--- config.mk ---
export PLATFORM = sky130hd
export DESIGN_NAME = sram_strobe_ctrl
export DESIGN_NICKNAME = d
export VERILOG_FILES = /design/src/rtl/srmc_pkg.sv /design/src/rtl/srmc_phase_timer.sv /design/src/rtl/srmc_read_capture.sv /design/src/rtl/sram_strobe_ctrl.sv
export SDC_FILE = /design/constraint.sdc
export NUM_CORES = 1
export LEC_CHECK = 0
export BUFFER_PORTS_ARGS = -buffer_cell sky130_fd_sc_hd__buf_2
export CORE_UTILIZATION = 44
export CTS_BUF_LIST = sky130_fd_sc_hd__clkbuf_16
export CTS_CLUSTER_SIZE = 20
export DETAILED_ROUTE_END_ITERATION = 10
export HOLD_SLACK_MARGIN = 0.08
export MAX_ROUTING_LAYER = met4
export PLACE_DENSITY = 0.75
export REMOVE_ABC_BUFFERS = 1
export SYNTH_ARGS = -nofsm -noshare
export SYNTH_HDL_FRONTEND = slang
export SYNTH_SLANG_ARGS = --single-unit
--- constraint.sdc ---
create_clock -name clk -period 1.7 [get_ports clk]
set_input_delay 0.34 -clock clk [delete_from_list [all_inputs] [get_ports clk]]
set_output_delay 0.34 -clock clk [all_outputs]
set_load 0.02 [all_outputs]
--- src/rtl/srmc_pkg.sv ---
`timescale 1ns/1ps
package srmc_pkg;

    typedef enum logic [2:0] {
        ST_IDLE   = 3'd0,
        ST_READ   = 3'd1,
        ST_WSETUP = 3'd2,
        ST_WPULSE = 3'd3,
        ST_WHOLD  = 3'd4
    } srmc_state_e;

    // whole clock cycles needed to cover a time in ns
    function automatic int unsigned cycles_for(input int unsigned ns, input int unsigned period);
        return (ns + period - 1) / period;
    endfunction

    function automatic int unsigned umax(input int unsigned a, input int unsigned b);
        return (a > b) ? a : b;
    endfunction

endpackage

--- src/rtl/srmc_phase_timer.sv ---
`timescale 1ns/1ps
module srmc_phase_timer #(
    parameter int unsigned CNT_W = 3
) (
    input  logic             clk,
    input  logic             rst_n,
    input  logic             load,
    input  logic [CNT_W-1:0] load_val,
    output logic [CNT_W-1:0] remain
);
    logic [CNT_W-1:0] cnt_d, cnt_q;

    always_comb begin
        if (load)
            cnt_d = load_val;
        else if (cnt_q != '0)
            cnt_d = cnt_q - CNT_W'(1);
        else
            cnt_d = cnt_q;
    end

    always_ff @(posedge clk or negedge rst_n) begin
        if (!rst_n) cnt_q <= '0;
        else        cnt_q <= cnt_d;
    end

    assign remain = cnt_q;
endmodule

--- src/rtl/srmc_read_capture.sv ---
`timescale 1ns/1ps
module srmc_read_capture #(
    parameter int unsigned DATA_W = 8
) (
    input  logic              clk,
    input  logic              rst_n,
    input  logic              capture,
    input  logic [DATA_W-1:0] din,
    output logic [DATA_W-1:0] dout,
    output logic              valid
);
    typedef struct packed {
        logic              vld;
        logic [DATA_W-1:0] data;
    } cap_t;

    cap_t cap_d, cap_q;

    always_comb begin
        cap_d      = cap_q;
        cap_d.vld  = capture;
        if (capture) cap_d.data = din;
    end

    always_ff @(posedge clk or negedge rst_n) begin
        if (!rst_n) cap_q <= '0;
        else        cap_q <= cap_d;
    end

    assign dout  = cap_q.data;
    assign valid = cap_q.vld;
endmodule

--- src/rtl/sram_strobe_ctrl.sv ---
`timescale 1ns/1ps
module sram_strobe_ctrl
    import srmc_pkg::*;
#(
    parameter int unsigned ADDR_W  = 17,
    parameter int unsigned DATA_W  = 8,
    parameter int unsigned CLK_NS  = 20,
    parameter int unsigned T_RC_NS = 70,
    parameter int unsigned T_AA_NS = 70,
    parameter int unsigned T_OE_NS = 35,
    parameter int unsigned T_WC_NS = 70,
    parameter int unsigned T_WP_NS = 50,
    parameter int unsigned T_AW_NS = 60,
    parameter int unsigned T_DS_NS = 30,
    parameter int unsigned T_HZ_NS = 25
) (
    input  logic              clk,
    input  logic              rst_n,
    input  logic              req_valid,
    output logic              req_ready,
    input  logic              req_write,
    input  logic [ADDR_W-1:0] req_addr,
    input  logic [DATA_W-1:0] req_wdata,
    output logic              rsp_valid,
    output logic [DATA_W-1:0] rsp_rdata,
    output logic [ADDR_W-1:0] mem_addr,
    output logic              mem_ce1_n,
    output logic              mem_ce2,
    output logic              mem_oe_n,
    output logic              mem_we_n,
    output logic [DATA_W-1:0] mem_dq_o,
    output logic              mem_dq_oe,
    input  logic [DATA_W-1:0] mem_dq_i
);
    // phase lengths in cycles
    localparam int unsigned RD_CYC  = umax(umax(cycles_for(T_RC_NS, CLK_NS), cycles_for(T_AA_NS, CLK_NS)),
                                           umax(cycles_for(T_OE_NS, CLK_NS), 1));
    localparam int unsigned DRV_DLY = cycles_for(T_HZ_NS, CLK_NS);
    localparam int unsigned AW_C    = cycles_for(T_AW_NS, CLK_NS);
    localparam int unsigned WC_C    = cycles_for(T_WC_NS, CLK_NS);
    localparam int unsigned WP_CYC  = umax(umax(cycles_for(T_WP_NS, CLK_NS), DRV_DLY + cycles_for(T_DS_NS, CLK_NS)),
                                           umax((AW_C > 1) ? AW_C - 1 : 1, (WC_C > 2) ? WC_C - 2 : 1));
    localparam int unsigned CNT_MAX = umax(RD_CYC, WP_CYC);
    localparam int unsigned CNT_W   = $clog2(CNT_MAX + 1);

    typedef struct packed {
        srmc_state_e       st;
        logic              sel;
        logic              oe_n;
        logic              we_n;
        logic              drv;
        logic [ADDR_W-1:0] addr;
        logic [DATA_W-1:0] wdata;
    } ctrl_t;

    ctrl_t            r_d, r_q;
    logic             t_load;
    logic [CNT_W-1:0] t_val;
    logic [CNT_W-1:0] t_remain;
    logic [CNT_W-1:0] nxt_idx;
    logic             cap;
    logic             last_cyc;

    assign last_cyc = (t_remain == CNT_W'(1));
    assign nxt_idx  = CNT_W'(WP_CYC) - t_remain + CNT_W'(1);

    always_comb begin
        r_d    = r_q;
        t_load = 1'b0;
        t_val  = CNT_W'(RD_CYC);
        cap    = 1'b0;
        case (r_q.st)
            ST_IDLE: begin
                r_d.sel  = 1'b0;
                r_d.oe_n = 1'b1;
                r_d.we_n = 1'b1;
                r_d.drv  = 1'b0;
                if (req_valid) begin
                    r_d.addr  = req_addr;
                    r_d.wdata = req_wdata;
                    r_d.sel   = 1'b1;
                    if (req_write) begin
                        r_d.st = ST_WSETUP;
                    end else begin
                        r_d.st   = ST_READ;
                        r_d.oe_n = 1'b0;
                        t_load   = 1'b1;
                        t_val    = CNT_W'(RD_CYC);
                    end
                end
            end
            ST_READ: begin
                if (last_cyc) begin
                    r_d.st   = ST_IDLE;
                    r_d.sel  = 1'b0;
                    r_d.oe_n = 1'b1;
                    cap      = 1'b1;
                end
            end
            ST_WSETUP: begin
                r_d.st   = ST_WPULSE;
                r_d.we_n = 1'b0;
                r_d.drv  = (DRV_DLY == 0);
                t_load   = 1'b1;
                t_val    = CNT_W'(WP_CYC);
            end
            ST_WPULSE: begin
                if (last_cyc) begin
                    r_d.st   = ST_WHOLD;
                    r_d.we_n = 1'b1;
                    r_d.drv  = 1'b1;
                end else begin
                    r_d.drv  = (nxt_idx >= CNT_W'(DRV_DLY));
                end
            end
            ST_WHOLD: begin
                r_d.st  = ST_IDLE;
                r_d.sel = 1'b0;
                r_d.drv = 1'b0;
            end
            default: begin
                r_d.st   = ST_IDLE;
                r_d.sel  = 1'b0;
                r_d.oe_n = 1'b1;
                r_d.we_n = 1'b1;
                r_d.drv  = 1'b0;
            end
        endcase
    end

    always_ff @(posedge clk or negedge rst_n) begin
        if (!rst_n) begin
            r_q       <= '0;
            r_q.st    <= ST_IDLE;
            r_q.oe_n  <= 1'b1;
            r_q.we_n  <= 1'b1;
        end else begin
            r_q <= r_d;
        end
    end

    srmc_phase_timer #(.CNT_W(CNT_W)) u_timer (
        .clk      (clk),
        .rst_n    (rst_n),
        .load     (t_load),
        .load_val (t_val),
        .remain   (t_remain)
    );

    srmc_read_capture #(.DATA_W(DATA_W)) u_capture (
        .clk     (clk),
        .rst_n   (rst_n),
        .capture (cap),
        .din     (mem_dq_i),
        .dout    (rsp_rdata),
        .valid   (rsp_valid)
    );

    assign req_ready = (r_q.st == ST_IDLE);
    assign mem_addr  = r_q.addr;
    assign mem_ce1_n = ~r_q.sel;
    assign mem_ce2   = r_q.sel;
    assign mem_oe_n  = r_q.oe_n;
    assign mem_we_n  = r_q.we_n;
    assign mem_dq_o  = r_q.wdata;
    assign mem_dq_oe = r_q.drv;

    AST_READ_QUALIFIED: assert property (@(posedge clk) disable iff (!rst_n)
        !mem_oe_n |-> (!mem_ce1_n && mem_ce2 && mem_we_n));
    AST_ADDR_STABLE: assert property (@(posedge clk) disable iff (!rst_n)
        (!mem_ce1_n && $past(!mem_ce1_n)) |-> $stable(mem_addr));
    AST_WRITE_QUALIFIED: assert property (@(posedge clk) disable iff (!rst_n)
        !mem_we_n |-> (!mem_ce1_n && mem_ce2 && mem_oe_n));
    AST_DRIVE_PAST_WE: assert property (@(posedge clk) disable iff (!rst_n)
        $rose(mem_we_n) |-> (mem_dq_oe && $stable(mem_dq_o)));
    AST_NO_CONTENTION: assert property (@(posedge clk) disable iff (!rst_n)
        mem_dq_oe |-> (mem_oe_n && !mem_ce1_n));
    AST_RSP_ONE_CYCLE: assert property (@(posedge clk) disable iff (!rst_n)
        rsp_valid |=> !rsp_valid);
    AST_IDLE_QUIET: assert property (@(posedge clk) disable iff (!rst_n)
        req_ready |-> (mem_ce1_n && !mem_ce2 && !mem_dq_oe && mem_we_n));
endmodule

# Word level (Yosys, flattened, before mapping)
# Index checks and enable logic that the tools add are counted.
# Widths: inputs -> output; s select.
[totals]
ff_bits = 44
out_inout_bits = 40
wordCells = 56
[op_classes]
n_addsub = 3
n_lt_le_gt_ge = 1
n_eq_ne = 8
n_mux = 19
n_bitwise = 4
reduce_logical = 11
[op_table]
columns = ["operator", "count"]
rows = [
  ["$pmux 3 s4", 1],
  ["$mux 5", 2],
  ["$mux 3", 3],
  ["$pmux 1 s3", 3],
  ["$reduce_and 2->1", 4],
  ["$mux 1", 7],
  ["$eq 3x1->1 const B", 2],
  ["$eq 3x2->1 const B", 2],
  ["$ne 2x2->1 const B", 3],
  ["$not 1->1", 4],
  ["$pmux 1 s2", 2],
  ["$reduce_or 2->1", 2],
  ["$add 3x1->3 const B", 1],
  ["$eq 3x3->1 const B", 1],
  ["$ge 3x2->1 const B", 1],
  ["$logic_not 3->1", 1],
  ["$reduce_and 3->1", 1],
  ["$reduce_bool 3->1", 1],
  ["$reduce_or 3->1", 1],
  ["$sub 3x1->3 const B", 1],
  ["$sub 3x3->3 const A", 1],
  ["$mux 2", 1],
  ["$reduce_bool 2->1", 1],
]

# Depth between registers and ports, before layout
# Gate-level depths: netlist of run 1.
[depth]
ltp_word = 5
mapped_depth = 6
ltp_nobuf = 5

# Hierarchy
# Synthesis of run 1 repeated with hierarchy kept, for this count alone.
[unflattened]
cells_unflattened = 160
hier_area_um2 = 2173.3
[modules_own_cells]
columns = ["mod", "instances", "cells_per_inst", "area_per_inst_um2"]
rows = [
  ["sram_strobe_ctrl", 1, 122, 1620.3],
  ["srmc_read_capture", 1, 18, 356.6],
  ["srmc_phase_timer", 1, 20, 196.4],
]

# Least setup slack after synthesis of run 1
# Ideal clock, no wire load.
[synth_timing]
path_kind = "register to register"
start = "register u_timer.cnt_q[1] (netlist: u_timer.remain[1])"
end = "register u_capture.cap_q (netlist bit u_capture.dout[0])"
setup_ns = 0.125
arrival_time_ns = 1.528
required_time_ns = 1.575
slack_ns = 0.046
path_stages_with_launch = 7
path_buffers = 1
path_cell_list = "dfrtp_1 -> inv_1 -> ha_1 -> nand3b_2 -> or3_1 -> buf_6 -> mux2_4"
[synth_between]
elab_chain_cells = 3
[synth_lines]
columns = ["element", "line", "text"]
rows = [
  ["from (decl)", "srmc_phase_timer.sv:11", "logic [CNT_W-1:0] cnt_d, cnt_q;"],
  ["from (signal assigned)", "srmc_phase_timer.sv:24", "else cnt_q <= cnt_d;"],
  ["$eq 3x1->1", "sram_strobe_ctrl.sv:64", "assign last_cyc = (t_remain == CNT_W'(1));"],
  ["$mux 1", "sram_strobe_ctrl.sv:93", "if (last_cyc) begin"],
  ["$mux 1", "sram_strobe_ctrl.sv:72", "case (r_q.st)"],
  ["to (signal assigned)", "srmc_read_capture.sv:27", "else cap_q <= cap_d;"],
  ["to (decl)", "srmc_read_capture.sv:17", "cap_t cap_d, cap_q;"],
]
# Every way passes these cells.
# A chain may end at the register's enable or synchronous reset.

# Worst setup path in the final report of run 1
[layout_timing]
start = "register u_timer.cnt_q[1] (netlist: u_timer.remain[1])"
end = "register u_capture.cap_q (netlist bit u_capture.dout[1])"
# Same word-level chain as after synthesis.

==> results of run 1 <==
[cell usage in the layout (no fill, tap or decap), drive strengths merged]
| cell | instances |
|---|---|
| buf | 87 |
| dfrtp | 42 |
| mux2 | 33 |
| inv | 6 |
| nand2 | 5 |
| ha | 5 |
| clkbuf | 5 |
| nor2 | 4 |
| o31ai | 3 |
| nand2b | 2 |
| a21oi | 2 |
| nor3b | 2 |
| dfstp | 2 |
| nand3b | 2 |
| nor3 | 1 |
| or3 | 1 |
| nor4b | 1 |
| nor2b | 1 |
| o21ai | 1 |
| mux2i | 1 |
| o211a | 1 |
| xnor2 | 1 |
| and2 | 1 |
| a211oi | 1 |
| o21a | 1 |
| o32a | 1 |
| a311o | 1 |
| o2111ai | 1 |
| nor4bb | 1 |
| bufinv | 1 |
| dlygate4sd3 | 1 |
[layer usage]
metal / up-vias / routed length, um
met5: - / 0
met4: 0 / 17
met3: 4 / 268
met2: 56 / 1560
met1: 604 / 1590
li1: 628 / -
[sequential cells by signal, summed over array words and instances (netlist names)]
signal,flops
mem_addr,17
mem_dq_o,8
u_capture.dout,8
r_q,3
u_timer.remain,3
mem_ce2,1
mem_dq_oe,1
mem_oe_n,1
mem_we_n,1
u_capture.valid,1
[report_power, final]
| group | total, mW | switching (mW) | internal (mW) |
|---|---|---|---|
| Sequential | 1.88 | 0.296 | 1.59 |
| Clock | 1.02 | 0.348 | 0.676 |
| Combinational | 2.36 | 1.25 | 1.11 |
[per-stage QoR]
| stage | worst slack (ns) | hold slack [ns] | std cells | cell area (um^2) | power (mW) |
|---|---|---|---|---|---|
| after floorplan | -0.344 | 0.0444 | 123 | 1840 | 3.43 |
| after global placement | 0.0686 | 0.290 | 262 | 2390 | 4.21 |
| after detailed placement | 0.0453 | 0.296 | 262 | 2390 | 4.28 |
| after CTS | 0.0374 | 0.274 | 269 | 2560 | 5.32 |
| after global routing | 0.00646 | 0.277 | 269 | 2560 | 5.61 |
| final | 0.0720 | 0.278 | 269 | 2560 | 5.26 |
[worst max path at each step]
stage / cells after the start / to
global route: 6 / u_capture.dout[1]$_DFFE_PN0P_
detailed placement: 6 / u_capture.dout[0]$_DFFE_PN0P_
global placement: 6 / u_capture.dout[2]$_DFFE_PN0P_
CTS: 6 / u_capture.dout[1]$_DFFE_PN0P_
floorplan: 2 / mem_addr[0]$_DFFE_PN0P_
finish: 6 / u_capture.dout[1]$_DFFE_PN0P_
[cells by family after synthesis]
logic type / synth area share (%)
buffers and inverters: 12.3
adder cells (fa/ha/maj): 3.02
AO/OA/AOI/OAI: 4.41
XOR/XNOR: 0.423
AND/OR/NAND/NOR: 6.65
flip-flops: 53.3
multiplexers: 19.9
[area by class of cell]
type	instances	area [um^2]
Sequential cell	44	1100
Multi-Input combinational cell	73	712
Tap cell	52	65.1
Fill cell	380	1880
Clock buffer	5	125
Timing Repair Buffer	88	502
Clock inverter	1	30.0
Inverter	6	22.5
[repair_timing]
action,4_1_cts,5_1_grt
hold buffers,1,0
endpoints found under the setup margin,0,8
hold endpoints to repair,16,0
gates resized for setup,0,1
==> results.yml, run 1 <==
grt:
  grt_pass1_vias: 1264
  grt_max_degree: 27
  use_met1_pct: 19.3
  antenna_found_initial: 0
  grt_pass1_wl_um: 5720
  grt_util_met3_pct: 3.99
  grt_overflow: 0
  met2_usage_pct: 23.8
  grt_usage_pct: 15.1
  grt_busiest_layer: "met2"
die:
  fp-row-count: 24
  die_width_um: 70.6
  core_area_um2: 4440
  io_pins: 77
  die_y_um: 70.6
  dieArea_um2: 4980
  start_util_pct: 46.6
detailed_routing:
  ant_nets: 0
  drt_iter0_drc: 75
  drc: 22
  drt-total-wl_um: 3430
  via_per_inst: 4.80
  wl_per_cell_um: 12.8
  vias: 1292
  firstDrtPassIters: 7
setup_path:
  worst_setup_path_end_kind: "flop"
  rrSetupSlack_ns: 0.07
  setup.worst_path.start: "u_timer.remain[1]$_DFFE_PN0P_"
  crit_type: "reg -> reg"
  cp-start-kind: "flop"
  crit_arrival_ns: 1.78
  cp_top_family: "simple AND/OR/NAND/NOR gates"
  worst_ep_required_time_ns: 1.85
  slowest_stage: "dfrtp_1"
  rr_worst_depth: 6
  r2r-start: "u_timer.remain[1]$_DFFE_PN0P_"
  worst-path-buf-inv: 2
  crit_chain: "inv_1 -> ha_1 -> nand3b_2 -> or3_1 -> buf_6 -> mux2_4"
  slowest_delay_ns: 0.39
  cp_max_fo: 9
  rr_endpoint: "u_capture.dout[1]$_DFFE_PN0P_"
clock_tree:
  ctsRootBufferMaster: "clkbuf_16"
  clock_path_buffers: 2
  cts_buffers: 5
  postCtsSetupBuffers: 0
  cts_tree: "yes"
  clk_pin_slew_worst_paths_ns: 0.06
  cts.sinks: 44
  htreeDepth: 2
  clock_latency_ns: 0.27
worst_hold_path:
  hold_end: "mem_addr[9]$_DFFE_PN0P_"
  hold_depth: 2
  hold_class: "in -> reg"
  min-delay-start: "req_addr[9]"
power_and_ir_drop:
  ir_drop_mv: 0.945
  powerDensity_nw_per_um2: 2060
  p_leak_nw: 1.29
synth:
  yosys.cell_count.top_type: "dfrtp_1"
  ys.flop_type: "dfrtp_1"
  yosys-top-cells-count: "dfrtp_1, buf_4, mux2_2"
  synth_top_area_share_pct: 50.8
  synth-edff-count: 0
  yosysTopAreaCell: "dfrtp_1"
  yosys.cell_types.count: 33
  ys_ff_latch: 44
  synthArstFlopShare_pct: 100
  ys_seq_area_share_pct: 53.3
  synthCells: 154
  synthTopCellsByArea: "dfrtp_1, mux2_2, buf_4"
  syn-cell-area_um2: 2070
  ys_warn_count: 0
  avgSynthCellArea_um2: 13.4
outcome:
  status: "complete, but fails checks"
  violations: "DRC"
timing:
  relSlewSlack_pct: 73.1
  fmax_ghz: 0.614
  setup-tns-final_ns: 0
  hold_viol: 0
  tightest_slew_ns: 0.404
  fin_crit_ns: 1.63
  grt_setup_unrepaired: "no"
  setup_violations: 0
  report.final.slew_viol_count: 0
  post-route-period-util_pct: 95.8
  skew_ns: 0.00351
layout:
  num-nets-final: 260
  syn2layout_area_growth_pct: 23.6
  fin_util_pct: 57.6
  drive_gt1_share_pct: 59.4
  insertedDiodeCount: 0
placed_design:
  place.gp.congestion: 0.735
  io_buffer_count: 76
flow_run:
  drv_cap: 0
Power figures use the tool's default switching activity.
==> run 2, diff against run 1 <==
Settings changed: CORE_UTILIZATION 44 to 49, CTS_CLUSTER_DIAMETER set to 50, PLACE_DENSITY 0.75 to 0.8.
Clock period 1.7 ns to 1.58 ns, I/O delays scaled along.
==> run 2 against run 1 <==
Effect of this change:
- register-to-register slack got worse by 0.09 ns
- non-clock buffer count up 8
- the run ends with setup timing left
- global-route usage rose by 1.7 points
- combinational power up 19%
- flip-flop and latch count unchanged
- utilization increased by 8.7 points
- clock power is 8% higher
- clock skew barely moved
- clock-buffer cell count unchanged
- via count rose by 4.0%
- wire length rose by 1.8%
==> results.yml, run 2 (synthesis gave the netlist of run 1 again) <==
outcome:
  status: "complete, but fails checks"
  violations: "setup timing"
detailed_routing:
  drt_iter0_drc: 42
  vias: 1344
  via_per_inst: 4.85
  ant_nets: 0
  drt-total-wl_um: 3500
  wl_per_cell_um: 12.6
  firstDrtPassIters: 4
  drc: 0
worst_hold_path:
  hold_class: "in -> reg"
power_and_ir_drop:
  power_mw: 5.93
  power_switching_mw: 2.12
  p_sw_share_pct: 35.7
  p_leak_nw: 1.35
  p_seq_share_pct: 34.0
  clkPwrFrac_pct: 18.6
  ir_drop_mv: 1.12
  powerDensity_nw_per_um2: 2220
  internal_power_mw: 3.81
  pwr-share-comb_pct: 47.4
die:
  io_pins: 77
  core_area_um2: 4030
  start_util_pct: 51.4
  dieArea_um2: 4490
  die_width_um: 67.0
  die_y_um: 67.0
  fp-row-count: 23
grt:
  grt_max_degree: 27
  grt_usage_pct: 16.8
  antenna_found_initial: 0
  grt_overflow: 0
  grt_pass1_vias: 1206
  grt_pass1_wl_um: 5380
clock_tree:
  ctsRootBufferMaster: "clkbuf_16"
  clock_path_buffers: 2
  clock_latency_ns: 0.28
  cts.sinks: 44
  htreeDepth: 2
  cts_buffers: 5
  clk_pin_slew_worst_paths_ns: 0.06
  cts_tree: "yes"
timing:
  post-route-period-util_pct: 101
  setup_violations: 8
  worst_slack_ns: -0.0172
  relSlewSlack_pct: 69.5
  hold_viol: 0
  tightest_slew_ns: 0.457
  setup-tns-final_ns: -0.0728
  grt_setup_unrepaired: "yes"
  report.final.slew_viol_count: 0
  fin_crit_ns: 1.60
  fmax_ghz: 0.626
  holdWs_ns: 0.264
  skew_ns: 0.00372
setup_path:
  worst-path-buf-inv: 2
  crit_arrival_ns: 1.76
  slowest_delay_ns: 0.39
  crit_type: "reg -> reg"
  crit_chain: "inv_2 -> ha_4 -> nand3b_4 -> or3_4 -> buf_6 -> mux2_4"
  cp-start-kind: "flop"
  cp_max_fo: 5
  slowest_stage: "dfrtp_1"
  worst_setup_path_end_kind: "flop"
  worst_ep_required_time_ns: 1.74
  cp_top_family: "simple AND/OR/NAND/NOR gates"
layout:
  largest_reg_flops: 17
  num-nets-final: 268
  insertedDiodeCount: 0
  layoutNonFillerInstCount: 277
  drive_gt1_share_pct: 63.9
  syn2layout_area_growth_pct: 28.9
  fin_util_pct: 66.3
  final_common_cell: "buf_2"
  final_cell_mix: "buf_2, dfrtp_1, mux2_2"
placed_design:
  place.gp.congestion: 0.708
  dp_hpwl_um: 2510
  dp.cells: 262
  io_buffer_count: 76
flow_run:
  drv_cap: 0
[run 2: stage by stage]
step / area (um^2) / worst slack (ns)
global placement: 2400 / -0.0194
finish: 2670 / -0.0172
global route: 2670 / -0.0594
detailed placement: 2400 / -0.0540
floorplan: 1840 / -0.464
CTS: 2630 / -0.0116
[run 2: final timing paths]
| kind | cells past startpoint | slack, ns | end | startpoint |
|---|---|---|---|---|
| worst max-delay path | 6 | -0.02 | u_capture.dout[4]$_DFFE_PN0P_ | u_timer.remain[1]$_DFFE_PN0P_ |
| worst min-delay path | 2 | 0.26 | mem_addr[9]$_DFFE_PN0P_ | req_addr[9] |
| worst max register to register | 6 | -0.02 | u_capture.dout[4]$_DFFE_PN0P_ | u_timer.remain[1]$_DFFE_PN0P_ |
| worst min register to register | 1 | 0.48 | mem_addr[9]$_DFFE_PN0P_ | mem_addr[9]$_DFFE_PN0P_ |
| max in group asynchronous | 3 | 0.50 | mem_we_n$_DFFE_PN1P_ | rst_n |
| min in group asynchronous | 2 | 0.52 | mem_addr[3]$_DFFE_PN0P_ | rst_n |
[run 2: per-layer routing]
layer,wire (um),track usage [%],part of all wire [%],vias up
li1,-,-,-,652
met1,1570,20.0,45,627
met2,1630,26.9,46,59
met3,274,5.14,7.8,6
met4,31,5.59,0.89,0
met5,0,-,0,-
[run 2: layout make-up]
cell class,count,area (um^2)
clock buffers,5,125
clock inverters,3,38.8
fillers,299,1360
inverters,6,22.5
multi-input cells,73,749
flip-flops and latches,44,1110
well taps,50,62.6
repair buffers,96,566
[run 2: what timing repair did]
item / in CTS / in global routing
setup buffers: 1 / 4
gates resized for setup: 11 / 1
cloned: 1 / 0
hold buffers: 1 / 0
setup endpoints to repair: 9 / 8
hold endpoints to repair: 18 / 0
[run 2: worst reg2reg max path, delay by kind of cell (launching register included)]
family                     cells  cell delay [ns]
and+or+nand+nor                2             0.43
adders and majority gates      1             0.14
buffers and inverters          2             0.23
muxes                          1             0.29
DFF                            1             0.39
[run 2: power by group through the flow]
stage	logic, mW	registers (mW)	clock network [mW]
2_1_floorplan	1.02	2.67	0
3_3_place_gp	2.58	1.99	0
3_5_place_dp	2.65	2.01	0
4_1_cts	2.74	2.02	1.14
5_1_grt	3.05	2.10	1.19
6_report	2.81	2.02	1.10
==> run 3, diff against run 2 <==
Settings changed: CELL_PAD_IN_SITES_DETAIL_PLACEMENT set to 0, CELL_PAD_IN_SITES_GLOBAL_PLACEMENT set to 1, CORE_UTILIZATION 49 to 38, PLACE_DENSITY 0.8 to 0.79.
==> run 3 against run 2 <==
Effect of this change:
- die area increased by 28%
- flip-flop and latch count unchanged
- the flow still finishes with violations (setup timing)
- combinational power increased by 2%
- utilization decreased by 13 points
- via count unchanged
- sequential share of layout area decreased by 1.0 points
- worst hold slack got worse by 0.014 ns
- setup slack improved by 0.014 ns
- first-iteration DRC count decreased by 38%
- clock skew about the same
==> results.yml, run 3 (synthesis gave the netlist of run 1 again) <==
setup_path:
  worst_setup_path_end_kind: "flop"
  r2r-start: "u_timer.remain[1]$_DFFE_PN0P_"
  crit_type: "reg -> reg"
  worst_ep_required_time_ns: 1.75
  rr_endpoint: "u_capture.dout[5]$_DFFE_PN0P_"
  rrSetupSlack_ns: -0.003
  slowest_stage: "dfrtp_1"
  crit_arrival_ns: 1.75
  cp_top_family: "simple AND/OR/NAND/NOR gates"
  cp_max_fo: 5
  cp-start-kind: "flop"
  crit_chain: "inv_2 -> ha_4 -> nand3b_4 -> or3_4 -> buf_8 -> mux2_4"
  worst-path-buf-inv: 2
  rr_worst_depth: 6
  slowest_delay_ns: 0.38
die:
  io_pins: 77
  start_util_pct: 40.0
  fp-row-count: 26
  core_area_um2: 5170
  die_y_um: 75.8
  dieArea_um2: 5750
  die_width_um: 75.8
placed_design:
  dp_hpwl_um: 2580
  io_buffer_count: 76
  place.gp.congestion: 0.777
  place_ws_ns: -0.0457
detailed_routing:
  drt_iter0_drc: 26
  vias: 1344
  drc: 0
  via_per_inst: 4.49
  drt-total-wl_um: 3680
  ant_nets: 0
  wl_per_cell_um: 12.3
  firstDrtPassIters: 2
power_and_ir_drop:
  internal_power_mw: 3.88
  power_switching_mw: 2.19
  pwr-share-comb_pct: 47.3
  ir_drop_mv: 0.784
  p_sw_share_pct: 36.1
  powerDensity_nw_per_um2: 2220
  power_mw: 6.07
  clkPwrFrac_pct: 19.6
  p_seq_share_pct: 33.1
  p_leak_nw: 1.36
timing:
  skew_ns: 0.00403
  setup-tns-final_ns: -0.00486
  relSlewSlack_pct: 71.3
  holdWs_ns: 0.250
  fmax_ghz: 0.632
  fin_crit_ns: 1.58
  worst_slack_ns: -0.00350
  grt_setup_unrepaired: "yes"
  hold_viol: 0
  report.final.slew_viol_count: 0
  tightest_slew_ns: 0.431
  post-route-period-util_pct: 100
  setup_violations: 2
grt:
  grt_usage_pct: 13.2
  antenna_found_initial: 0
  grt_pass1_wl_um: 5460
  grt_overflow: 0
  grt_pass1_vias: 1262
  grt_max_degree: 28
outcome:
  status: "complete, but fails checks"
  violations: "setup timing"
worst_hold_path:
  hold_class: "in -> reg"
  min-delay-start: "req_addr[9]"
  hold_end: "mem_addr[9]$_DFFE_PN0P_"
  hold_depth: 2
clock_tree:
  cts_tree: "yes"
  ctsRootBufferMaster: "clkbuf_16"
  clock_latency_ns: 0.28
  cts.sinks: 44
  cts_buffers: 5
  clk_pin_slew_worst_paths_ns: 0.06
  htreeDepth: 2
  clock_path_buffers: 2
layout:
  largest_reg_flops: 17
  fin_util_pct: 53.0
  final_common_cell: "buf_2"
  syn2layout_area_growth_pct: 32.3
  insertedDiodeCount: 0
  final_cell_mix: "buf_2, dfrtp_1, mux2_2"
  drive_gt1_share_pct: 65.5
  fillers: 444
  num-nets-final: 270
flow_run:
  drv_cap: 0
-- run 3: cell count changes in the layout (fill, tap and decap cells not counted), sizes merged --
| cell | change |
|---|---|
| buf | +2 |
| clkinv | -1 |
| clkinvlp | +1 |
-- run 3: cell type report --
class	instances	area, um^2	area share [%]
repair buffers	98	587	21.4
multi-input cells	73	764	27.9
clock buffers	5	125	4.57
flip-flops and latches	44	1110	40.4
clock inverters	3	46.3	1.69
well taps	70	87.6	3.20
inverters	6	22.5	0.822
-- run 3: worst max path at each step --
stage	start	to	slack, ns	cells past startpoint
after global routing	u_timer.remain[1]$_DFFE_PN0P_	u_capture.dout[6]$_DFFE_PN0P_	-0.06	6
after floorplan	r_q[31]$_DFFE_PN0P_	mem_addr[0]$_DFFE_PN0P_	-0.46	2
after CTS	u_timer.remain[1]$_DFFE_PN0P_	mem_dq_oe$_DFFE_PN0N_	0.00004	7
after global placement	u_timer.remain[1]$_DFFE_PN0P_	u_capture.dout[4]$_DFFE_PN0P_	-0.02	6
after detailed placement	u_timer.remain[1]$_DFFE_PN0P_	u_capture.dout[6]$_DFFE_PN0P_	-0.05	6
final	u_timer.remain[1]$_DFFE_PN0P_	u_capture.dout[5]$_DFFE_PN0P_	-0.003	6
-- run 3: what timing repair did --
item / 4_1_cts / 5_1_grt
buffers inserted: 4 / 2
endpoints found under the setup margin: 9 / 10
resized for setup: 11 / 6
hold buffers: 1 / 0
gates cloned: 1 / 0
endpoints found under the hold margin: 17 / 0
-- run 3: power by group through the flow --
stage | sequential (mW) | combinational [mW] | clock [mW]
floorplan | 2.67 | 1.02 | 0
global placement | 2.00 | 2.61 | 0
detailed placement | 2.01 | 2.65 | 0
CTS | 2.01 | 2.79 | 1.20
global route | 2.10 | 3.13 | 1.26
finish | 2.01 | 2.87 | 1.19
-- run 3: metrics by stage --
step,cells,cell area (um^2)
3_5_place_dp,283,2440
2_1_floorplan,123,1840
3_3_place_gp,283,2440
6_report,299,2740
4_1_cts,297,2700
5_1_grt,299,2740
-- run 3: worst register-to-register path, cell delays in order, from the launching register on --
cell,delay [ns]
dfrtp_1,0.38
inv_2,0.08
ha_4,0.14
nand3b_4,0.07
or3_4,0.36
buf_8,0.15
mux2_4,0.29
-- run 3: metal layers --
metal	wire, um	track usage (%)	part of all wire [%]	vias up
met5	0	-	0	-
met4	37	3.70	1.0	0
met3	274	4.50	7.4	5
met2	1650	21.5	45	58
met1	1710	15.4	47	628
li1	-	-	-	653
